<file path="src/rtl/pmu_regs_pkg.sv">
package pmu_regs_pkg;

    localparam int unsigned PMU_DW     = 32;
    localparam int unsigned PMU_SELW   = 4;
    localparam int unsigned PMU_OPW    = 3;
    localparam int unsigned PMU_EVT_W  = 8;
    localparam int unsigned PMU_ID_LSB = 24;
    localparam int unsigned PMU_ENA_BIT = 31;

    localparam logic [PMU_SELW-1:0] PMU_PRIMARY = 4'd9;
    localparam logic [PMU_SELW-1:0] SEC_CTL     = 4'd12;
    localparam logic [PMU_SELW-1:0] SEC_CNT     = 4'd13;
    localparam logic [PMU_SELW-1:0] SEC_USR     = 4'd14;

    localparam logic [PMU_DW-1:0] CTRL_WMASK = 32'h0000_0039;
    localparam logic [PMU_DW-1:0] ID_MASK    = ~((32'h1 << PMU_ID_LSB) - 32'h1);

    typedef enum logic [3:0] {
        RG_CTRL,
        RG_CNTEN_SET,
        RG_CNTEN_CLR,
        RG_OVF,
        RG_SWINC,
        RG_CSEL,
        RG_CYC,
        RG_EVTYPE,
        RG_EVCNT,
        RG_USREN,
        RG_INTEN_SET,
        RG_INTEN_CLR,
        RG_NONE
    } pmu_reg_e;

    typedef enum logic [1:0] {
        AC_GATED,
        AC_USER_RO,
        AC_PRIV_ONLY
    } pmu_acc_e;

    typedef struct packed {
        logic [PMU_DW-1:0]    ctrl;
        logic                 cnt_en;
        logic                 int_en;
        logic [PMU_DW-1:0]    ovf;
        logic [PMU_EVT_W-1:0] evtype;
        logic                 usr_en;
    } pmu_state_t;

    function automatic pmu_reg_e pmu_lookup(
        input logic [PMU_SELW-1:0] prim,
        input logic [PMU_SELW-1:0] sec,
        input logic [PMU_OPW-1:0]  op1,
        input logic [PMU_OPW-1:0]  op2
    );
        pmu_reg_e r;
        r = RG_NONE;
        if (prim == PMU_PRIMARY && op1 == '0) begin
            if (sec == SEC_CTL) begin
                case (op2)
                    3'd0: r = RG_CTRL;
                    3'd1: r = RG_CNTEN_SET;
                    3'd2: r = RG_CNTEN_CLR;
                    3'd3: r = RG_OVF;
                    3'd4: r = RG_SWINC;
                    3'd5: r = RG_CSEL;
                    default: r = RG_NONE;
                endcase
            end else if (sec == SEC_CNT) begin
                case (op2)
                    3'd0: r = RG_CYC;
                    3'd1: r = RG_EVTYPE;
                    3'd2: r = RG_EVCNT;
                    default: r = RG_NONE;
                endcase
            end else if (sec == SEC_USR) begin
                case (op2)
                    3'd0: r = RG_USREN;
                    3'd1: r = RG_INTEN_SET;
                    3'd2: r = RG_INTEN_CLR;
                    default: r = RG_NONE;
                endcase
            end
        end
        return r;
    endfunction

    function automatic pmu_acc_e pmu_class(input pmu_reg_e r);
        case (r)
            RG_INTEN_SET, RG_INTEN_CLR: return AC_PRIV_ONLY;
            RG_USREN:                   return AC_USER_RO;
            default:                    return AC_GATED;
        endcase
    endfunction

    function automatic logic pmu_permit(
        input pmu_reg_e r,
        input logic     write,
        input logic     priv,
        input logic     usr_en
    );
        logic ok;
        case (pmu_class(r))
            AC_PRIV_ONLY: ok = priv;
            AC_USER_RO:   ok = priv | ~write;
            default:      ok = priv | usr_en;
        endcase
        return ok & (r != RG_NONE);
    endfunction

endpackage

</file>
<file path="src/rtl/pmu_access_check.sv">
module pmu_access_check
    import pmu_regs_pkg::*;
(
    input  logic                clk,
    input  logic                rst,
    input  logic                req_valid,
    input  logic                req_write,
    input  logic                req_priv,
    input  logic [PMU_SELW-1:0] sel_primary,
    input  logic [PMU_SELW-1:0] sel_secondary,
    input  logic [PMU_OPW-1:0]  sel_op1,
    input  logic [PMU_OPW-1:0]  sel_op2,
    input  logic                usr_en,
    output pmu_reg_e            reg_id,
    output logic                refused,
    output logic                accept_wr,
    output logic                accept_rd
);

    logic permit;

    always_comb begin
        reg_id    = pmu_lookup(sel_primary, sel_secondary, sel_op1, sel_op2);
        permit    = pmu_permit(reg_id, req_write, req_priv, usr_en);
        refused   = req_valid & ~permit;
        accept_wr = req_valid & permit & req_write;
        accept_rd = req_valid & permit & ~req_write;
    end

    // interrupt-enable views are closed to the unprivileged level
    a_r9_inten_priv_only: assert property (@(posedge clk) disable iff (rst)
        (req_valid && !req_priv && sel_primary == PMU_PRIMARY && sel_op1 == '0 &&
         sel_secondary == SEC_USR && (sel_op2 == 3'd1 || sel_op2 == 3'd2)) |-> refused);

    // unprivileged write to user-enable is refused
    a_r10_usren_user_wr: assert property (@(posedge clk) disable iff (rst)
        (req_valid && req_write && !req_priv && reg_id == RG_USREN) |-> refused);

    // unmapped selects never reach the store
    a_r12_unmapped: assert property (@(posedge clk) disable iff (rst)
        (req_valid && sel_primary != PMU_PRIMARY) |-> (refused && !accept_wr && !accept_rd));

endmodule

</file>
<file path="src/rtl/pmu_setclr_bit.sv">
module pmu_setclr_bit (
    input  logic clk,
    input  logic rst,
    input  logic set_we,
    input  logic clr_we,
    input  logic din,
    output logic q
);

    always_ff @(posedge clk) begin
        if (rst)
            q <= 1'b0;
        else if (set_we && din)
            q <= 1'b1;
        else if (clr_we && din)
            q <= 1'b0;
    end

    // a set view write with bit high leaves the bit set
    a_r3_set_takes: assert property (@(posedge clk) disable iff (rst)
        (set_we && din) |=> q);

    // a clear view write with bit high leaves the bit clear
    a_r4_clr_takes: assert property (@(posedge clk) disable iff (rst)
        (clr_we && !set_we && din) |=> !q);

endmodule

</file>
<file path="src/rtl/pmu_state_regs.sv">
module pmu_state_regs
    import pmu_regs_pkg::*;
(
    input  logic              clk,
    input  logic              rst,
    input  logic [PMU_DW-1:0] id_main,
    input  pmu_reg_e          reg_id,
    input  logic              accept_wr,
    input  logic [PMU_DW-1:0] wdata,
    output pmu_state_t        st
);

    localparam int unsigned N_PAIR = 2;

    logic [N_PAIR-1:0] set_we;
    logic [N_PAIR-1:0] clr_we;
    logic [N_PAIR-1:0] pair_q;

    always_comb begin
        set_we[0] = accept_wr & (reg_id == RG_CNTEN_SET);
        clr_we[0] = accept_wr & (reg_id == RG_CNTEN_CLR);
        set_we[1] = accept_wr & (reg_id == RG_INTEN_SET);
        clr_we[1] = accept_wr & (reg_id == RG_INTEN_CLR);
    end

    genvar g;
    generate
        for (g = 0; g < N_PAIR; g++) begin : g_pair
            pmu_setclr_bit u_bit (
                .clk    (clk),
                .rst    (rst),
                .set_we (set_we[g]),
                .clr_we (clr_we[g]),
                .din    (wdata[PMU_ENA_BIT]),
                .q      (pair_q[g])
            );
        end
    endgenerate

    assign st.cnt_en = pair_q[0];
    assign st.int_en = pair_q[1];

    always_ff @(posedge clk) begin
        if (rst) begin
            st.ctrl   <= id_main & ID_MASK;
            st.ovf    <= '0;
            st.evtype <= '0;
            st.usr_en <= 1'b0;
        end else if (accept_wr) begin
            case (reg_id)
                RG_CTRL:   st.ctrl   <= (st.ctrl & ~CTRL_WMASK) | (wdata & CTRL_WMASK);
                RG_OVF:    st.ovf    <= st.ovf & ~wdata;
                RG_EVTYPE: st.evtype <= wdata[PMU_EVT_W-1:0];
                RG_USREN:  st.usr_en <= wdata[0];
                default: ;
            endcase
        end
    end

    // bits outside the writable mask never move after reset
    a_r2_ctrl_fixed_bits: assert property (@(posedge clk) disable iff (rst)
        1'b1 |=> ((st.ctrl & ~CTRL_WMASK) == ($past(st.ctrl) & ~CTRL_WMASK)));

    // bits written as one are clear afterwards
    a_r5_ovf_w1c: assert property (@(posedge clk) disable iff (rst)
        (accept_wr && reg_id == RG_OVF) |=> ((st.ovf & $past(wdata)) == '0));

    // user-enable follows data bit 0 of an accepted write
    a_r7_usren_bit0: assert property (@(posedge clk) disable iff (rst)
        (accept_wr && reg_id == RG_USREN) |=> (st.usr_en == $past(wdata[0])));

endmodule

</file>
<file path="src/rtl/pmu_read_mux.sv">
module pmu_read_mux
    import pmu_regs_pkg::*;
(
    input  pmu_reg_e          reg_id,
    input  pmu_state_t        st,
    output logic [PMU_DW-1:0] value
);

    always_comb begin
        value = '0;
        case (reg_id)
            RG_CTRL:                    value = st.ctrl;
            RG_CNTEN_SET, RG_CNTEN_CLR: value[PMU_ENA_BIT] = st.cnt_en;
            RG_OVF:                     value = st.ovf;
            RG_EVTYPE:                  value[PMU_EVT_W-1:0] = st.evtype;
            RG_USREN:                   value[0] = st.usr_en;
            RG_INTEN_SET, RG_INTEN_CLR: value[PMU_ENA_BIT] = st.int_en;
            default:                    value = '0;
        endcase
    end

endmodule

</file>
<file path="src/rtl/pmu_sysreg_file.sv">
module pmu_sysreg_file
    import pmu_regs_pkg::*;
(
    input  logic        clk,
    input  logic        rst,
    input  logic [31:0] id_main,
    input  logic        req_valid,
    input  logic        req_write,
    input  logic        req_priv,
    input  logic [3:0]  sel_primary,
    input  logic [3:0]  sel_secondary,
    input  logic [2:0]  sel_op1,
    input  logic [2:0]  sel_op2,
    input  logic [31:0] wdata,
    output logic [31:0] rdata,
    output logic        undef
);

    pmu_reg_e          reg_id;
    pmu_state_t        st;
    logic              refused;
    logic              accept_wr;
    logic              accept_rd;
    logic [PMU_DW-1:0] rd_value;

    pmu_access_check u_check (
        .clk           (clk),
        .rst           (rst),
        .req_valid     (req_valid),
        .req_write     (req_write),
        .req_priv      (req_priv),
        .sel_primary   (sel_primary),
        .sel_secondary (sel_secondary),
        .sel_op1       (sel_op1),
        .sel_op2       (sel_op2),
        .usr_en        (st.usr_en),
        .reg_id        (reg_id),
        .refused       (refused),
        .accept_wr     (accept_wr),
        .accept_rd     (accept_rd)
    );

    pmu_state_regs u_state (
        .clk       (clk),
        .rst       (rst),
        .id_main   (id_main),
        .reg_id    (reg_id),
        .accept_wr (accept_wr),
        .wdata     (wdata),
        .st        (st)
    );

    pmu_read_mux u_rmux (
        .reg_id (reg_id),
        .st     (st),
        .value  (rd_value)
    );

    assign undef = refused;
    assign rdata = accept_rd ? rd_value : '0;

    // a refused access returns zero data
    a_r13_undef_zero: assert property (@(posedge clk) disable iff (rst)
        undef |-> (rdata == '0));

    // a refused access leaves all state untouched
    a_r12_refused_hold: assert property (@(posedge clk) disable iff (rst)
        (req_valid && undef) |=> $stable(st));

    // gated registers closed to user level while user-enable is low
    a_r11_gated_closed: assert property (@(posedge clk) disable iff (rst)
        (req_valid && !req_priv && !st.usr_en && pmu_class(reg_id) == AC_GATED) |-> undef);

endmodule

</file>
<file path="config.mk">
export PLATFORM = sky130hd
export DESIGN_NAME = pmu_sysreg_file
export DESIGN_NICKNAME = d
export VERILOG_FILES = /design/src/rtl/pmu_regs_pkg.sv /design/src/rtl/pmu_access_check.sv /design/src/rtl/pmu_setclr_bit.sv /design/src/rtl/pmu_state_regs.sv /design/src/rtl/pmu_read_mux.sv /design/src/rtl/pmu_sysreg_file.sv
export SDC_FILE = /design/constraint.sdc
export NUM_CORES = 1
export LEC_CHECK = 0
export CAP_MARGIN = 20
export CORE_MARGIN = 2
export CORE_UTILIZATION = 46
export DETAILED_ROUTE_END_ITERATION = 8
export GPL_ROUTABILITY_DRIVEN = 0
export GPL_TIMING_DRIVEN = 0
export PLACE_DENSITY_LB_ADDON = 0.1
export SYNTH_ARGS = -nofsm -noshare
export SYNTH_HDL_FRONTEND = slang
export SYNTH_SLANG_ARGS = --single-unit
</file>
<file path="constraint.sdc">
create_clock -name clk -period 9.2 [get_ports clk]
set_clock_uncertainty 0.05 [all_clocks]
set_input_delay 1.84 -clock clk [delete_from_list [all_inputs] [get_ports clk]]
set_output_delay 1.84 -clock clk [all_outputs]
set_load 0.01 [all_outputs]
</file>
==> metrics list, run 1 <==
- Buffers inserted during clock tree synthesis total 5.
- The die covers 6450 um2.
- Pin count of the biggest net entering global routing: 19
- After layout, the design draws a total of 0.4764 mW.
- STA classifies the critical path startpoint as an input port.
* Gr usage total: 20.98%
* RSZ-0062 raised after global routing: no
- For this run, the post-layout net count is 471.
- FP Rows: 27
- Summed over all failing endpoints, the final setup total negative slack is 0 ns.
- Among all flip-flop cells after synthesis, the most frequent one is sky130_fd_sc_hd__dfxtp_1.
- Clock tree root buffer cell: sky130_fd_sc_hd__clkbuf_8
- Once layout is complete, the cells apart from fillers number 461.
* Max Fclk: 134.1 MHz
- Subtracting the final worst setup slack from the clock period gives 7.455 ns.
- HP Class: reg -> reg
- The number of antenna violations at the first check in global routing was 0.
- Post-DP HPWL: 4832 um
- Post-CTS Setup Bufs: 0
- For the worst flop-to-flop path, the logic depth is 5.
- Crit path kind: in -> out
- The number of gates resized after CTS was 0.
- Final cycle utilization of the critical path: 81.04%
- Filler Cells Inserted: 487
- Clk Latency, worst-skew pair: 0.31 ns
* Outcome: complete, no violations
- Initial Util: 48.06%
* # diodes: 0
* Layout-stage area growth over the synthesis result: 41.29%
- TritonCTS built the clock tree.
- Boundary Pins: 116
- Pins over their slew limit: 0
* Total Routed Length: 6655 um
- The synthesized design devotes to its leading area cell type 35.12% of total area.
* # Max-Cap Violations: 0
- Endpoints failing setup: 0
- Unique cell type count in the Yosys netlist: 46
- Yosys printed 0 warnings.
* Arrival time reported for the critical path endpoint: 5.57 ns
* Placement-stage worst setup slack: 1.774 ns
* Yosys top cell by area: sky130_fd_sc_hd__dfxtp_1
- The worst setup path is captured at an output pin.
* First-pass GRT wire length: 10810 um
* Required time reported for the critical path endpoint: 7.31 ns
* Gate Count Post-Synth: 293
- The clock passes through at most 2 buffers.
* Tightest Pin Transition: 0.7694 ns
* Remaining max-slew budget at the tightest pin: 48.32%
- For this run, the detailed router's first-pass iteration total came to 4.
* Count of unresolved DRC violations after routing: 0
* Global route overflow: 0
- The via count of the first global-routing pass came to 2322.
- Total leakage power: 1.268 nW
* Post-Place Cells: 453
- Synthesis produced a netlist with a net count of 376.
- Post-route antenna net violation count: 0
- Power density of the placed cells: 125.9 nW/um2
- Worst hold slack: 0.4002 ns
- After clock tree synthesis, the clock-pin slew on the worst setup and hold paths is 0.10 ns.
- Wire per inst: 14.44 um
* Chip Width: 80.31 um
- The mapped netlist covers 2679 um2.
- Layout cell share with drive strength beyond 1: 5.913%
- Vias post-DR: 2456
* Mean instance size in the synthesized netlist: 9.143 um2
- The clock drives 55 sinks.
- After synthesis, the cell types taking the most area are sky130_fd_sc_hd__dfxtp_1 35%, sky130_fd_sc_hd__edfxtp_1 9.0%, sky130_fd_sc_hd__nand2b_1 7.9%.
- The worst path meets setup with 1.745 ns of slack.
- IR analysis of the VDD net gives a maximum drop of 124.6 uV.
* Iteration-0 DRC count of the detailed router: 162
* Sequential cell area fraction in the yosys report: 44.09%
- Number of hold violations in the final report: 0
- Number of buffers inserted for hold repair after clock tree synthesis: 0
* Number of levels the H-tree was split into: 2
* Port Buffer Count: 88
- Along the worst path, the maximum fanout reaches 10.
- Routed vias/inst: 5.328
- Share of synthesized registers carrying an async set or reset: 0%
* Post-synth EDFFs: 8
- The worst hold path was traced through 2 stages.
* Die Y: 80.31 um
- Flop and latch count out of synthesis: 55
- Core region area: 5574 um2
logic make-up (layout without fill, tap and decap cells):
kind of cell,Yosys count,count (layout),synth area share (%)
AO/OA/AOI/OAI,78,78,19.52
AND/OR/NAND/NOR,125,125,27.23
flip-flops,55,55,44.09
buffers and inverters,19,115,3.176
XOR/XNOR,1,1,0.3270
multiplexers,15,15,5.651
Yosys cell counts, types with 2 or more instances:
library cell / number
sky130_fd_sc_hd__edfxtp_1: 8
sky130_fd_sc_hd__o211ai_1: 2
sky130_fd_sc_hd__a21oi_1: 39
sky130_fd_sc_hd__mux2i_1: 14
sky130_fd_sc_hd__a222oi_1: 3
sky130_fd_sc_hd__buf_2: 2
sky130_fd_sc_hd__and2_1: 27
sky130_fd_sc_hd__a22oi_1: 13
sky130_fd_sc_hd__dfxtp_1: 47
sky130_fd_sc_hd__a211o_1: 3
sky130_fd_sc_hd__a21o_1: 2
sky130_fd_sc_hd__nand3_1: 2
sky130_fd_sc_hd__nand2b_1: 34
sky130_fd_sc_hd__nor4_1: 2
sky130_fd_sc_hd__clkbuf_1: 13
sky130_fd_sc_hd__nor4_2: 2
sky130_fd_sc_hd__inv_1: 2
sky130_fd_sc_hd__nand2_1: 7
sky130_fd_sc_hd__o21ai_0: 7
sky130_fd_sc_hd__nand4_1: 2
sky130_fd_sc_hd__nor2_1: 36
sky130_fd_sc_hd__and3b_1: 2
cell usage in the layout, fill, tap and decap left out, types with 2 or more instances in the layout:
cell type | synthesis | layout
sky130_fd_sc_hd__clkbuf_1 | 13 | 13
sky130_fd_sc_hd__inv_1 | 2 | 2
sky130_fd_sc_hd__nor2_1 | 36 | 36
sky130_fd_sc_hd__nand4_1 | 2 | 2
sky130_fd_sc_hd__a211o_1 | 3 | 3
sky130_fd_sc_hd__clkdlybuf4s50_1 | 0 | 88
sky130_fd_sc_hd__o211ai_1 | 2 | 2
sky130_fd_sc_hd__nor4_1 | 2 | 2
sky130_fd_sc_hd__dfxtp_1 | 47 | 47
sky130_fd_sc_hd__edfxtp_1 | 8 | 8
sky130_fd_sc_hd__clkbuf_8 | 0 | 5
sky130_fd_sc_hd__a21o_1 | 2 | 2
sky130_fd_sc_hd__nand3_1 | 2 | 2
sky130_fd_sc_hd__and2_1 | 27 | 27
sky130_fd_sc_hd__nand2_1 | 7 | 7
sky130_fd_sc_hd__mux2i_1 | 14 | 14
sky130_fd_sc_hd__and3b_1 | 2 | 2
sky130_fd_sc_hd__nor4_2 | 2 | 2
sky130_fd_sc_hd__buf_2 | 2 | 2
sky130_fd_sc_hd__a22oi_1 | 13 | 13
sky130_fd_sc_hd__nand2b_1 | 34 | 34
sky130_fd_sc_hd__a222oi_1 | 3 | 3
sky130_fd_sc_hd__a21oi_1 | 39 | 39
sky130_fd_sc_hd__o21ai_0 | 7 | 7
worst max-delay path, stage by stage:
cell and delay [ns]:
sky130_fd_sc_hd__clkdlybuf4s50_1 0.40, sky130_fd_sc_hd__or4b_4 0.54, sky130_fd_sc_hd__a211oi_1 0.36, sky130_fd_sc_hd__and2_1 0.29, sky130_fd_sc_hd__nand3_1 0.28, sky130_fd_sc_hd__nor2_1 0.49, sky130_fd_sc_hd__clkbuf_1 0.46, sky130_fd_sc_hd__a22oi_1 0.18
sky130_fd_sc_hd__nor2_1 0.16, sky130_fd_sc_hd__clkdlybuf4s50_1 0.55
registers in the layout, summed over array words and instances (netlist names):
signal                  count
u_state.g_pair.u_bit.q      2
u_state.st                 53
per-stage QoR:
| step | utilization [%] | area (um2) |
|---|---|---|
| 2_1_floorplan | - | 2679 |
| 3_3_place_gp | 65.48 | 3650 |
| 3_5_place_dp | 65.48 | 3650 |
| 4_1_cts | 67.90 | 3785 |
| 5_1_grt | 67.90 | 3785 |
| 6_report | 67.90 | 3785 |
path summary, 6_finish.rpt:
path | slack [ns] | endpoint | from
hold / removal | 0.40 | u_state.st[19]$_SDFFE_PP0P_ | u_state.st[19]$_SDFFE_PP0P_
setup / recovery | 1.74 | rdata[6] | sel_op1[1]
setup reg to reg | 7.25 | u_state.st[16]$_SDFFE_PP0P_ | u_state.st[0]$_SDFFE_PP0P_
hold reg to reg | 0.40 | u_state.st[19]$_SDFFE_PP0P_ | u_state.st[19]$_SDFFE_PP0P_
metal layers:
metal  track usage (%)  wire length [um]  vias to the layer above
met4             5.085                40                        0
met3             3.258               391                        4
met5                 0                 0                        -
li1                  -                 -                     1226
met1             29.41              2992                     1137
met2             33.92              3231                       89
power breakdown:
part | leakage (nW) | switching [mW] | internal [mW] | total (mW)
combinational | 0.744 | 0.0158 | 0.0281 | 0.0440
sequential | 0.455 | 0.000761 | 0.247 | 0.247
clock | 0.0685 | 0.0854 | 0.0997 | 0.185
layout make-up:
cell class / instances / area (um2) / share of cell area (%)
sequential: 55 / 1181 / 31.21
multi-input combinational: 219 / 1413 / 37.32
timing repair buffer: 88 / 880.8 / 23.27
clock buffer: 6 / 93.84 / 2.479
inverter: 2 / 7.507 / 0.1983
tap: 72 / 90.09 / 2.380
clock inverter: 2 / 41.29 / 1.091
buffer: 17 / 77.57 / 2.050
Power figures use the tool's default switching activity.
==> run 2: changes to the inputs <==
--- a/config.mk
+++ b/config.mk
@@ -7,7 +7,7 @@
 export LEC_CHECK = 0
 export CAP_MARGIN = 20
 export CORE_MARGIN = 2
-export CORE_UTILIZATION = 46
+export CORE_UTILIZATION = 38
 export DETAILED_ROUTE_END_ITERATION = 8
 export GPL_ROUTABILITY_DRIVEN = 0
 export GPL_TIMING_DRIVEN = 0
==> constraint.sdc (replaced) <==
create_clock -name clk -period 6.02 [get_ports clk]
set_clock_uncertainty 0.05 [all_clocks]
set_input_delay 1.204 -clock clk [delete_from_list [all_inputs] [get_ports clk]]
set_output_delay 1.204 -clock clk [all_outputs]
set_load 0.01 [all_outputs]
==> metrics list, run 2 (synthesis results as in run 1) <==
- The floorplan has 30 rows.
- The number of antenna violations at the first check in global routing was 0.
* Filler Cells Inserted: 640
- The first TritonRoute pass finished after 4 iterations.
- The register with the most flip-flops in the layout has 53 of them.
- Input and output buffers added on the ports amount to 88.
* Setup TNS: 0 ns
* CTS tree: yes
- Across the run, the number of max-cap violations was 0.
- Most common cell type on the critical path: sky130_fd_sc_hd__clkdlybuf4s50_1
- In this run the power density over the cells is 177.1 nW/um2.
- CP max FO: 10
- Die Y: 87.96 um
* Endpoints failing setup: 0
- Post-route antenna net violation count: 0
- Chip Width: 87.96 um
- Using the TritonRoute via totals, the vias-per-cell ratio works out to 5.080.
- Cell internal power was estimated by the tool at 0.5294 mW.
- The number of pins exceeding their max-slew limit in the final report is 0.
- Via count of the first global-routing pass: 2346
* NetSw: 0.1525 mW
- STA classifies the critical path startpoint as an input port.
- Count of unresolved DRC violations after routing: 0
- Combinational logic is responsible for 10.0% of the overall power.
- HP Class: reg -> reg
- Timing would allow up to 171.5 MHz.
* Number of buffers inserted for hold repair after clock tree synthesis: 0
- Setup repair after global routing left no endpoint under its margin.
- Core region area: 6794 um2
- In this run the clock root is driven by a sky130_fd_sc_hd__clkbuf_8.
* Worst vdd rail ir drop: 114.5 uV
- The worst setup path is captured at an output pin.
- By startpoint and endpoint, the worst setup path is classified as in -> out.
- Leaving out fill and tap cells, the most frequent cell in the layout is sky130_fd_sc_hd__clkdlybuf4s50_1.
- Data arrives at the worst endpoint at 4.58 ns.
- After clock tree synthesis, the clock-pin slew on the worst setup and hold paths is 0.10 ns.
- Clk Latency, worst-skew pair: 0.31 ns
- Net count of the finished layout: 475
* Placement-stage worst setup slack: -0.2231 ns
* Buffers and inverters on the worst path: 4
- Clock buffer count from CTS: 5
- The slowest stage of the critical path belongs to the cell sky130_fd_sc_hd__or4b_4.
- Of the total power, the share spent switching nets is 22.37%.
- The worst hold path was traced through 2 stages.
* Flop2flop setup slack: 3.97 ns
- u_state.st holds more flip-flops than any other register.
- Layout-stage area growth over the synthesis result: 43.72%
- Once the floorplan was initialized, standard cells occupied 39.43% of the core.
* First-pass GRT wire length: 10920 um
- Cells along the critical path: clkdlybuf4s50_1 -> or4b_4 -> or2_1 -> a2111oi_4 -> nand4_1 -> a211o_1 -> buf_6 -> nor3_4 -> buf_4 -> and2_1 -> clkdlybuf4s50_1
- At the pin with the least slew margin, the transition time is 0.8004 ns.
- In the finished design, the share of the clock period the worst path needs comes to 96.85%.
* Commonest non-fill, non-tap cells in the layout: 88 x sky130_fd_sc_hd__clkdlybuf4s50_1, 47 x sky130_fd_sc_hd__dfxtp_1, 39 x sky130_fd_sc_hd__a21oi_1, 34 x sky130_fd_sc_hd__nand2b_1, 34 x sky130_fd_sc_hd__nor2_1
- Number of levels the H-tree was split into: 2
- Gr usage total: 17.95%
* Logic depth of the worst register-to-register path: 6
- The die covers 7737 um2.
- Summed over all layers, the routed wires come to 6945 um.
- During I/O placement, the number of pins put on the boundary was 116.
* Clk sink count: 55
* Wire per inst: 14.20 um
- Iteration-0 DRC count of the detailed router: 77
* Vias post-DR: 2484
- 0 antenna diodes ended up in the layout.
* Layout cell share with drive strength beyond 1: 8.142%
* Outcome: complete, no violations
* Family of cells with the greatest summed delay on the critical path: simple AND/OR/NAND/NOR gates
* Remaining max-slew budget at the tightest pin: 46.40%
- Required time reported for the critical path endpoint: 4.77 ns
- Bufs on Longest Clock Path: 2
* Final Critical Period: 5.830 ns
- Global routing finished with a remaining overflow of 0.
* Number of hold violations in the final report: 0
* Total leakage power: 1.279 nW
- Number of gates on the worst path with buffers counted: 11
* Pin count of the biggest net entering global routing: 19
* Delay of the slowest critical-path stage: 0.54 ns
- Of the total power, registers draw 55.4%.
- Final worst setup slack: 0.1897 ns
- Of the total power, the clock network draws 34.5%.
- Post-DP HPWL: 5076 um
- The largest registers in the layout are u_state.st: 53 flops, u_state.g_pair.u_bit.q: 2 flops.
-- run 2: cell count changes in the layout (fill, tap and decap cells not counted), sizes merged --
cell / previous run / this run
bufinv: 1 / 0
buf: 4 / 8
clkinvlp: 0 / 1
-- run 2: per-layer routing --
metal	vias up	GRT usage, %	part of all wire, %
met1	1165	22.14	45
met3	4	5.655	6.3
met5	-	0	0
li1	1241	-	-
met2	74	30.51	48
met4	0	4.476	0.55
-- run 2: what timing repair did --
item | in CTS | in global routing
gates resized for setup | 2 | 6
buffers inserted | 1 | 3
pin swaps | 1 | 2
setup endpoints to repair | 20 | 32
-- run 2: per-stage QoR --
stage                     cells  util [%]  cell area (um2)  power [mW]  hold slack [ns]
after floorplan             293         -             2679      0.4079           0.3719
after global placement      477     54.16             3680      0.4528           0.3810
after detailed placement    477     54.16             3680      0.4537           0.3846
after CTS                   486     55.95             3801      0.6861           0.4010
after global routing        489     56.67             3850      0.7065           0.4165
final                       489     56.67             3850      0.6819           0.3999
-- run 2: final cells by class --
cell class                      count  area [um2]  share of cell area [%]
Multi-Input combinational cell    219        1440                   37.41
Clock inverter                      2       16.27                  0.4225
Inverter                            2       7.507                  0.1950
Buffer                             17       80.08                   2.080
Timing Repair Buffer               92       910.9                   23.66
Tap cell                           96       120.1                   3.120
Sequential cell                    55        1181                   30.68
Clock buffer                        6       93.84                   2.437
-- run 2: worst register-to-register path: stages (launching register included) --
cell	delay, ns
sky130_fd_sc_hd__dfxtp_1	0.35
sky130_fd_sc_hd__or2_2	0.14
sky130_fd_sc_hd__o41ai_4	0.09
sky130_fd_sc_hd__buf_4	0.18
sky130_fd_sc_hd__nor4_2	0.49
sky130_fd_sc_hd__clkbuf_1	0.46
sky130_fd_sc_hd__a21oi_1	0.16
-- run 2: power groups by stage --
| stage | combinational, mW | sequential [mW] | clock [mW] |
|---|---|---|---|
| 2_1_floorplan | 0.0219 | 0.386 | 0 |
| 3_3_place_gp | 0.0665 | 0.386 | 0 |
| 3_5_place_dp | 0.0671 | 0.387 | 0 |
| 4_1_cts | 0.0674 | 0.378 | 0.241 |
| 5_1_grt | 0.0737 | 0.378 | 0.254 |
| 6_report | 0.0683 | 0.378 | 0.236 |
-- run 2: worst paths after layout --
check / from / to
setup reg to reg: u_state.st[0]$_SDFFE_PP0P_ / u_state.st[33]$_SDFFE_PP0P_
hold reg to reg: u_state.st[30]$_SDFFE_PP0P_ / u_state.st[30]$_SDFFE_PP0P_
setup / recovery: sel_op1[1] / rdata[15]
hold / removal: u_state.st[30]$_SDFFE_PP0P_ / u_state.st[30]$_SDFFE_PP0P_
==> run 3: changes to the inputs <==
--- a/config.mk
+++ b/config.mk
@@ -11,6 +11,7 @@
 export DETAILED_ROUTE_END_ITERATION = 8
 export GPL_ROUTABILITY_DRIVEN = 0
 export GPL_TIMING_DRIVEN = 0
+export MAX_ROUTING_LAYER = met4
 export PLACE_DENSITY_LB_ADDON = 0.1
 export SYNTH_ARGS = -nofsm -noshare
 export SYNTH_HDL_FRONTEND = slang
==> metrics list, run 3 (synthesis results as in run 1) <==
- The flow ran to the end, and the final reports show no timing, DRC or antenna violations.
* Clock buffer count from CTS: 5
- The critical path is of the in -> out type.
- Global route overflow: 0
* First-pass iteration count of the detailed router: 4
- Setup violations remaining at the end of the flow were counted as 0.
- The die is 87.96 um tall.
* Kind of end point of the critical path: output pin
- Port Buffer Count: 88
- Net count of the finished layout: 475
- Of the cells placed in the final design, the portion with a size suffix greater than 1 is 8.142%.
* Clock tree root buffer cell: sky130_fd_sc_hd__clkbuf_8
- The worst hold path begins at u_state.st[30]$_SDFFE_PP0P_.
* Hold worst-path end: u_state.st[30]$_SDFFE_PP0P_
* Launching element type of the critical path: input port
- Adding up every negative setup slack in the final design gives 0 ns.
- Dividing the detail-routed via count by the number of cells gives 5.051.
* Post-Place Cells: 477
- Max-cap violations in this run came to 0.
* Iteration-0 DRC count of the detailed router: 81
- At the pin with the least slew margin, the transition time is 0.7887 ns.
* Clk sink count: 55
- Switching power share of the total: 22.43%
* Final cycle utilization of the critical path: 96.91%
- Post-route antenna net violation count: 0
* Cells along the critical path: clkdlybuf4s50_1 -> or4b_4 -> or2_1 -> a2111oi_4 -> nand4_1 -> a211o_1 -> buf_6 -> nor3_4 -> buf_4 -> and2_1 -> clkdlybuf4s50_1
- Chip Width: 87.96 um
* Commonest non-fill, non-tap cells in the layout: 88 x sky130_fd_sc_hd__clkdlybuf4s50_1, 47 x sky130_fd_sc_hd__dfxtp_1, 39 x sky130_fd_sc_hd__a21oi_1, 34 x sky130_fd_sc_hd__nand2b_1, 34 x sky130_fd_sc_hd__nor2_1
- Layout-stage area growth over the synthesis result: 43.72%
- The path class of the tightest hold or removal check is reg -> reg.
* Total Routed Length: 6953 um
- FP Rows: 30
- Gr usage total: 18.49%
- Worst r2r src: u_state.st[0]$_SDFFE_PP0P_
* Via count of the first global-routing pass: 2339
- The register with the most flip-flops in the final layout is u_state.st.
* CTS tree: yes
* Remaining max-slew budget at the tightest pin: 47.19%
- Wire per inst: 14.22 um
- The total count of hold-check failures in the final report is 0.
* First-pass GRT wire length: 10920 um
* Count of unresolved DRC violations after routing: 0
* Post-DP HPWL: 5076 um
- Power Total: 0.6826 mW
- Static timing analysis puts the maximum clock frequency at 171.4 MHz.
- Flop2flop setup slack: 3.98 ns
- 0 antenna diodes ended up in the layout.
- Summed over all nets, the switching power comes to 0.1531 mW.
* Logic depth of the worst register-to-register path: 6
- Worst vdd rail ir drop: 117.1 uV
- Of all nets on the critical path, the largest fanout is 10.
- Largest register FFs: 53
* Most common cell type on the critical path: sky130_fd_sc_hd__clkdlybuf4s50_1
- The number of antenna violations at the first check in global routing is 0.
- Reg clk slew, reported paths: 0.11 ns
- The later pin in the worst-skew pair is clocked with a latency of 0.30 ns.
- Pin count of the biggest net entering global routing: 19
* Pins over their slew limit: 0
* Required time reported for the critical path endpoint: 4.77 ns
- Core region area: 6794 um2
- Number of buffers inserted for hold repair after clock tree synthesis: 0
* Count of cells along the worst hold path: 2
* Delay of the slowest critical-path stage: 0.54 ns
- Most frequent standard cell in the layout excluding fill and tap cells: sky130_fd_sc_hd__clkdlybuf4s50_1
- CTS built an H-tree with a depth of 2.
- Power share of the combinational group: 10.0%
- Fraction of power consumed by sequential logic: 55.4%
* Crit path max-delay cell type: sky130_fd_sc_hd__or4b_4
- Arrival time reported for the critical path endpoint: 4.58 ns
* Vias post-DR: 2470
- Bufs on Longest Clock Path: 2
- For this configuration, the core starts out at a cell density of 39.43%.
- Regs by FF count: u_state.st: 53 flops, u_state.g_pair.u_bit.q: 2 flops
* Finished Layout Cells: 489
- The clock network is responsible for 34.6% of the overall power.
- Final Critical Period: 5.834 ns
* Total Die Area: 7737 um2
- In this run the critical register-to-register path is captured at u_state.st[33]$_SDFFE_PP0P_.
* Total leakage power: 1.279 nW
- Internal power comes to 0.5294 mW.
* Boundary Pins: 116
- Power density of the placed cells: 177.3 nW/um2
* RSZ-0062 raised after global routing: no
-- run 3: critical path: cells and delay by family --
family	cells	cell delay, ns
AND/OR/NAND/NOR	5	1.39
buffers and inverters	4	1.27
AO/OA/AOI/OAI	2	0.71
-- run 3: worst max-delay path by stage --
stage	endpoint	slack [ns]	cells after the start	startpoint
3_5_place_dp	rdata[2]	-0.22	10	sel_op1[1]
3_3_place_gp	rdata[30]	-0.14	10	sel_op1[1]
6_report	rdata[17]	0.19	11	sel_op1[1]
2_1_floorplan	rdata[14]	1.17	9	sel_op1[1]
5_1_grt	rdata[2]	0.02	10	sel_op1[1]
4_1_cts	rdata[31]	0.03	10	sel_op1[1]
-- run 3: layout make-up --
type / count / area [um2]
fillers: 640 / 2944
multi-input cells: 219 / 1440
flip-flops and latches: 55 / 1181
repair buffers: 92 / 910.9
well taps: 96 / 120.1
clock buffers: 6 / 93.84
plain buffers: 17 / 80.08
clock inverters: 2 / 16.27
inverters: 2 / 7.507
-- run 3: metrics by stage --
step	worst slack (ns)	util (%)	hold slack, ns	cell area [um2]
2_1_floorplan	1.174	-	0.3719	2679
3_5_place_dp	-0.2231	54.16	0.3846	3680
5_1_grt	0.02022	56.67	0.4165	3850
6_report	0.1860	56.67	0.3995	3850
3_3_place_gp	-0.1387	54.16	0.3810	3680
4_1_cts	0.03459	55.95	0.4010	3801
-- run 3: metal layers --
metal  GRT usage (%)  part of all wire [%]  routed length [um]  up-vias
met2           30.30                    48                3368       57
met1           22.67                    46                3186     1169
met4           4.476                  0.46                  32        0
met3           4.995                   5.2                 364        2
met5               -                     0                   0        -
li1                -                     -                   -     1242
-- run 3: what timing repair did --
action / 4_1_cts / 5_1_grt
cloned: 0 / 0
endpoints found under the setup margin: 20 / 32
gates resized for setup: 2 / 6
setup buffers: 1 / 3
pin swaps: 1 / 2
-- run 3: power groups by stage --
stage	clock, mW	sequential, mW	combinational [mW]
2_1_floorplan	0	0.386	0.0219
3_3_place_gp	0	0.386	0.0665
3_5_place_dp	0	0.387	0.0671
4_1_cts	0.241	0.378	0.0674
5_1_grt	0.256	0.378	0.0736
6_report	0.236	0.378	0.0683
